## config.mk

```make
export PLATFORM = sky130hd
export DESIGN_NAME = dpm_side_gate
export DESIGN_NICKNAME = d
export VERILOG_FILES = /design/src/rtl/dpm_side_gate_pkg.sv /design/src/rtl/dpm_side_gate_ctrl.sv /design/src/rtl/dpm_side_gate_dp.sv /design/src/rtl/dpm_side_gate.sv
export SDC_FILE = /design/constraint.sdc
export NUM_CORES = 1
export LEC_CHECK = 0
export ABC_CLOCK_PERIOD_IN_PS = 1800
export BUFFER_PORTS_ARGS = -buffer_cell sky130_fd_sc_hd__buf_2
export CORE_UTILIZATION = 43
export DETAILED_ROUTE_END_ITERATION = 7
export PLACE_DENSITY = 0.75
export SLEW_MARGIN = 20
export SYNTH_ARGS = -nofsm -noshare
export SYNTH_HDL_FRONTEND = slang
export SYNTH_HIERARCHICAL = 1
export SYNTH_SLANG_ARGS = --single-unit
```

## constraint.sdc

```tcl
create_clock -name clk -period 1.8 [get_ports clk]
set_input_delay 0.36 -clock clk [delete_from_list [all_inputs] [get_ports clk]]
set_output_delay 0.36 -clock clk [all_outputs]
set_load 0.01 [all_outputs]
```

## src/rtl/dpm_side_gate_pkg.sv

```systemverilog
package dpm_side_gate_pkg;
  typedef enum logic [1:0] {
    ST_IDLE   = 2'd0,
    ST_WAIT   = 2'd1,
    ST_ACCESS = 2'd2,
    ST_DONE   = 2'd3
  } gateState_t;

  typedef struct packed {
    logic capture;   // latch request fields
    logic latchRd;   // latch read data at end of access
    logic accessOn;  // memory access cycle
    logic rspOn;     // response strobe
  } gateStrobe_t;
endpackage

```

## src/rtl/dpm_side_gate_ctrl.sv

```systemverilog
module dpm_side_gate_ctrl
  import dpm_side_gate_pkg::*;
(
  input  logic        clk,
  input  logic        rstN,
  input  logic        reqValid,
  input  logic        reqLegal,
  input  logic        memBusyN,
  output logic        reqReady,
  output logic        parityErr,
  output gateStrobe_t strobe
);
  gateState_t state, stateNext;
  logic errQ, errNext;

  always_comb begin
    stateNext = state;
    errNext   = 1'b0;
    strobe    = '0;
    reqReady  = 1'b0;
    unique case (state)
      ST_IDLE: begin
        reqReady = 1'b1;
        if (reqValid) begin
          if (reqLegal) begin
            strobe.capture = 1'b1;
            stateNext      = ST_WAIT;
          end else begin
            errNext = 1'b1;
          end
        end
      end
      ST_WAIT: begin
        if (memBusyN) stateNext = ST_ACCESS;
      end
      ST_ACCESS: begin
        strobe.accessOn = 1'b1;
        if (memBusyN) begin
          strobe.latchRd = 1'b1;
          stateNext      = ST_DONE;
        end
      end
      ST_DONE: begin
        strobe.rspOn = 1'b1;
        stateNext    = ST_IDLE;
      end
      default: stateNext = ST_IDLE;
    endcase
  end

  always_ff @(posedge clk or negedge rstN) begin
    if (!rstN) begin
      state <= ST_IDLE;
      errQ  <= 1'b0;
    end else begin
      state <= stateNext;
      errQ  <= errNext;
    end
  end

  assign parityErr = errQ;
endmodule

```

## src/rtl/dpm_side_gate_dp.sv

```systemverilog
module dpm_side_gate_dp
  import dpm_side_gate_pkg::*;
#(
  parameter bit SIDE   = 1'b0,
  parameter int ADDR_W = 11,
  parameter int MEM_W  = 16,
  parameter int HOST_W = 32
) (
  input  logic              clk,
  input  logic              rstN,
  input  logic              reqWrite,
  input  logic [ADDR_W-1:0] reqAddr,
  input  logic [HOST_W-1:0] reqWData,
  input  gateStrobe_t       strobe,
  input  logic [MEM_W-1:0]  memDin,
  output logic              reqLegal,
  output logic [HOST_W-1:0] rspRData,
  output logic              memCeN,
  output logic              memOeN,
  output logic [ADDR_W-1:0] memAddr,
  output logic [MEM_W-1:0]  memDout,
  output logic              memDrive
);
  localparam int  PAD_W  = HOST_W - MEM_W;
  localparam logic WR_PAR = SIDE ? 1'b0 : 1'b1;  // parity allowed for writes

  logic              wrQ;
  logic [ADDR_W-1:0] addrQ;
  logic [MEM_W-1:0]  wdQ;
  logic [MEM_W-1:0]  rdQ;

  assign reqLegal = reqWrite ? (reqAddr[0] == WR_PAR) : (reqAddr[0] != WR_PAR);

  always_ff @(posedge clk or negedge rstN) begin
    if (!rstN) begin
      wrQ   <= 1'b0;
      addrQ <= '0;
      wdQ   <= '0;
      rdQ   <= '0;
    end else begin
      if (strobe.capture) begin
        wrQ   <= reqWrite;
        addrQ <= reqAddr;
        wdQ   <= reqWData[MEM_W-1:0];
      end
      if (strobe.latchRd) rdQ <= wrQ ? '0 : memDin;
    end
  end

  assign memCeN   = ~strobe.accessOn;
  assign memOeN   = ~(strobe.accessOn & ~wrQ);
  assign memDrive = strobe.accessOn & wrQ;
  assign memAddr  = addrQ;
  assign memDout  = wdQ;
  assign rspRData = {{PAD_W{1'b0}}, rdQ};
endmodule

```

## src/rtl/dpm_side_gate.sv

```systemverilog
module dpm_side_gate
  import dpm_side_gate_pkg::*;
#(
  parameter bit SIDE   = 1'b0,
  parameter int ADDR_W = 11,
  parameter int MEM_W  = 16,
  parameter int HOST_W = 32
) (
  input  logic              clk,
  input  logic              rstN,
  input  logic              reqValid,
  input  logic              reqWrite,
  input  logic [ADDR_W-1:0] reqAddr,
  input  logic [HOST_W-1:0] reqWData,
  output logic              reqReady,
  output logic              rspValid,
  output logic [HOST_W-1:0] rspRData,
  output logic              parityErr,
  output logic              memCeN,
  output logic              memOeN,
  output logic [ADDR_W-1:0] memAddr,
  output logic [MEM_W-1:0]  memDout,
  output logic              memDrive,
  input  logic [MEM_W-1:0]  memDin,
  input  logic              memBusyN
);
  gateStrobe_t strobe;
  logic        reqLegal;

  dpm_side_gate_ctrl u_ctrl (
    .clk(clk), .rstN(rstN), .reqValid(reqValid), .reqLegal(reqLegal),
    .memBusyN(memBusyN), .reqReady(reqReady), .parityErr(parityErr),
    .strobe(strobe)
  );

  dpm_side_gate_dp #(
    .SIDE(SIDE), .ADDR_W(ADDR_W), .MEM_W(MEM_W), .HOST_W(HOST_W)
  ) u_dp (
    .clk(clk), .rstN(rstN), .reqWrite(reqWrite), .reqAddr(reqAddr),
    .reqWData(reqWData), .strobe(strobe), .memDin(memDin),
    .reqLegal(reqLegal), .rspRData(rspRData), .memCeN(memCeN),
    .memOeN(memOeN), .memAddr(memAddr), .memDout(memDout),
    .memDrive(memDrive)
  );

  assign rspValid = strobe.rspOn;
endmodule

```

# Word-level counts from Yosys, hierarchy flattened
# Cells that the tools add are included.
# totals
word_cells	38
regBits	47
out_inout_bits	65
inputBits	64
# op_classes
bitwise_logic	6
n_eq_ne	7
muxes	17
reduce_logical	2
# ops
cell	n
$mux 16	1
$mux 1	10
$mux 2	5
$ne 2x2->1 const B	4
$pmux 2 s4	1
$eq 2x2->1 const B	2
$not 1->1	4
$reduce_and 4->1	1
$and 1x1->1	2
$eq 2x1->1 const B	1
$logic_not 2->1	1

# Logic depth before layout (Yosys ltp)
# logic_depth
ltp_word	5
mapped_depth	6
mapped_depth_nobuf	5

# Hierarchy
# The synthesis kept the hierarchy.
# by_module_without_submodules
mod	n_inst	cells_per_inst	area_each_um2	seq_area_each_um2
dpm_side_gate_dp	1	148	1969.4	1101.1
dpm_side_gate_ctrl	1	20	217.7	75.1

# Least setup slack after synthesis
# Ideal clock, no wire load.
# synth_timing
path_kind	register -> register
startpoint	reg u_ctrl.state[0]
endpoint	reg u_dp.addrQ[0] (netlist: u_dp/memAddr[0])
path_buffers	2
arrival_time_ns	1.514
t_required_ns	1.675
period_less_slack_ns	1.639
setup_time_ns	0.125
stages_incl_launch_ff	7
path_slack_ns	0.161
path_cell_list	dfrtp_1 > inv_1 > ha_1 > and3_1 > buf_6 > buf_12 > mux2_4
# synth_rtl
item	line	rtl
start: declaration	dpm_side_gate_ctrl.sv:13	gateState_t state, stateNext;
start signal: assignment	dpm_side_gate_ctrl.sv:56	state <= stateNext;
end signal: assignment	dpm_side_gate_dp.sv:43	addrQ <= reqAddr;
end: declaration	dpm_side_gate_dp.sv:28	logic [ADDR_W-1:0] addrQ;

==> flow_summary.json <==
{
  "first_pass_iters": 4,
  "fin_crit_ns": 1.681,
  "synth_area_um2": 2187,
  "hpwl_mm": 2.814,
  "drt-initial-drc-count": 55,
  "yosysSeqAreaShare": 0.5378,
  "die_y_um": 73.32,
  "slew_viol_final": 0,
  "drcViolationCount": 0,
  "cap_violations": 0,
  "cts.clk_slew.worst_paths_ns": 0.07,
  "cts_max_path_buffers": 2,
  "p_int_mw": 2.962,
  "status": "complete, no violations",
  "die_area_um2": 5376,
  "path_class": "reg2reg",
  "cellLeakagePower_nw": 1.454,
  "grt_pass1_vias": 1443,
  "end_kind": "register",
  "fillers": 424,
  "crit_cells": 5,
  "rr_worst_depth": 5,
  "port_buffers": 96,
  "nets": 338,
  "syn_inst": 168,
  "cp.required_ns": 1.97,
  "area_growth_pct": 26.43,
  "grt_antenna_before_repair": 0,
  "overflow": 0,
  "worst_slack_ns": 0.1186,
  "finalSetupViolations": 0,
  "dieWidth_um": 73.32,
  "htree_levels": 2,
  "swShare": 0.3401,
  "slew_headroom": 0.6149,
  "fmax_ghz": 0.5947,
  "pwr-share-clk": 0.125,
  "combinationalPowerShare": 0.464,
  "cp_cell_sequence": "inv_1 > ha_1 > and3_2 > buf_12 > mux2_2",
  "hold_path_class": "in2async",
  "grt_util_all_layers": 0.1574,
  "ir_worst_vdd_uv": 872.2,
  "grt_pass1_wl_mm": 6.348,
  "ys_types": 22,
  "multi_input_comb_area_um2": 810.8,
  "seqCellArea_um2": 1176,
  "core_um2": 4817,
  "p_seq_frac": 0.411,
  "drive_above_1_share": 0.5224,
  "start_kind": "register",
  "ys_ff_latch": 47,
  "p_per_area_nw_per_um2": 1623,
  "p_sw_mw": 1.526,
  "tightest_slew_ns": 0.5776,
  "place_ws_ns": 0.1229,
  "diodes": 0,
  "post_synth.cell_area_avg_um2": 13.02,
  "hold_violations": 0,
  "grt_max_degree": 48,
  "cts_tree": "yes",
  "viasPerCell": 4.493,
  "arrival_ns": 1.85,
  "cts-root-buf": "clkbuf_8",
  "worst-path-buf-inv": 2,
  "cp_slowest_cell": "dfrtp_1",
  "routabilityCongestion": 0.7145,
  "fin_crit_sh": 0.9341,
  "numCtsBuffers": 5,
  "clkLatencyLatePin_ns": 0.28,
  "drt.antenna.violating_nets": 0,
  "rows": 25,
  "skew_ns": 0.001874,
  "routed_wl_mm": 3.963,
  "yosysWarnings": 6,
  "slowest_delay_ns": 0.41,
  "start_util": 0.4540,
  "via_count": 1505,
  "rsz0062_at_grt": "false",
  "wl_per_cell_um": 11.83,
  "crit_family": "flip-flops",
  "cts.sinks": 47,
  "num_io_pins": 129,
  "fin_tns_setup_ns": 0,
  "critPathMaxFanout": 26
}
-- registers in the layout, summed over array words and instances (netlist names) --
name              flops
u_dp/memDout         16
u_dp/rdQ             16
u_dp/memAddr         11
u_ctrl/state          2
u_ctrl/parityErr      1
u_dp/wrQ              1
-- through the flow --
step                utilization  hold WS [ns]  std cells  power (mW)  instance area, µm²
finish                   0.5740        0.1587        335       4.488                2765
global route             0.5740        0.2140        335       4.854                2765
CTS                      0.5735        0.1762        335       4.560                2763
detailed placement       0.5584        0.4885        329       3.962                2690
global placement         0.5584        0.4867        329       3.899                2690
floorplan                     -       0.06441        183       3.179                2243
-- power groups by stage --
stage / registers [mW] / clock network (mW) / logic, mW
detailed placement: 1.86 / 0 / 2.10
global route: 1.91 / 0.645 / 2.30
global placement: 1.84 / 0 / 2.06
finish: 1.84 / 0.559 / 2.08
CTS: 1.85 / 0.601 / 2.11
floorplan: 2.10 / 0 / 1.08
-- what timing repair did --
action                     4_1_cts  5_1_grt
setup buffers                    0        0
resized for setup                0        1
hold buffers                     0        0
setup endpoints to repair        0        1
-- worst reg2reg max path: cells and delay by family (launching register included) --
family | cells | cell delay, ns
fa+ha+maj | 1 | 0.19
buf+inv | 2 | 0.35
flops | 1 | 0.41
mux | 1 | 0.37
simple gates | 1 | 0.25
-- area by class of cell --
type	instances	share of cell area
Multi-Input combinational cell	94	0.2932
Tap cell	67	0.03032
Sequential cell	47	0.4253
Inverter	19	0.02579
Timing Repair Buffer	102	0.1991
Clock buffer	6	0.02624
-- per-layer routing --
metal,GRT usage,share of wire,vias up
met5,0,0,-
met4,0.07692,0.0081,0
met2,0.2541,0.47,73
met3,0.04390,0.079,4
met1,0.1951,0.44,711
li1,-,-,717
-- Yosys cell counts --
| cell type | instances | share of area |
|---|---|---|
| a2bb2oi_2 | 1 | 0.0069 |
| and2_1 | 1 | 0.0029 |
| and2_2 | 1 | 0.0034 |
| and3_1 | 1 | 0.0029 |
| buf_12 | 2 | 0.018 |
| buf_2 | 2 | 0.0046 |
| buf_4 | 16 | 0.055 |
| buf_6 | 1 | 0.0051 |
| clkbuf_1 | 2 | 0.0034 |
| conb_1 | 1 | 0.0017 |
| dfrtp_1 | 47 | 0.54 |
| ha_1 | 5 | 0.029 |
| inv_1 | 19 | 0.033 |
| mux2_2 | 8 | 0.041 |
| mux2_4 | 21 | 0.14 |
| mux2i_1 | 1 | 0.0046 |
| nand2_1 | 2 | 0.0034 |
| nand2b_1 | 1 | 0.0029 |
| nand3b_1 | 16 | 0.055 |
| nor2_1 | 3 | 0.0051 |
| o21ai_0 | 16 | 0.037 |
| xnor2_1 | 1 | 0.0040 |
-- final timing paths --
path / slack, ns / endpoint / start
max: 0.12 / u_dp/memAddr[10] / u_ctrl/state[0]
min: 0.16 / u_dp/rdQ[9] / rstN
max reg2reg: 0.12 / u_dp/memAddr[10] / u_ctrl/state[0]
min reg2reg: 0.51 / u_dp/memDout[1] / u_dp/memDout[1]
max in group asynchronous: 1.25 / u_ctrl/state[0] / rstN
min in group clk: 0.30 / u_dp/memDout[8] / reqWData[8]
-- cells by family (layout without fill, tap and decap cells) --
kind of cell               after synthesis  count (layout)  synth area share
and+or+nand+nor                         25              25           0.07552
other                                    1              16          0.001715
adders and majority gates                5               5           0.02860
buffers and inverters                   42             127            0.1190
AOI/OAI and AO/OA                       17              17           0.04348
DFF                                     47              47            0.5378
muxes                                   30              30            0.1899
xor gates and xnor gates                 1               1          0.004005
-- layout by cell type (no fill, tap or decap) --
cell type / netlist / layout
a2bb2oi_2: 1 / 1
and2_1: 1 / 1
and2_2: 1 / 1
and3_2: 0 / 1
buf_12: 2 / 2
buf_2: 2 / 96
buf_4: 16 / 4
clkbuf_1: 2 / 1
clkbuf_8: 0 / 5
conb_1: 1 / 16
dfrtp_1: 47 / 47
ha_1: 5 / 4
ha_2: 0 / 1
inv_1: 19 / 19
mux2_2: 8 / 8
mux2_4: 21 / 21
mux2i_1: 1 / 1
nand2_1: 2 / 2
nand2b_1: 1 / 1
nand3b_1: 16 / 16
nor2_1: 3 / 3
o21ai_0: 16 / 16
xnor2_1: 1 / 1
Note: power is estimated with default switching activity, not from simulation.
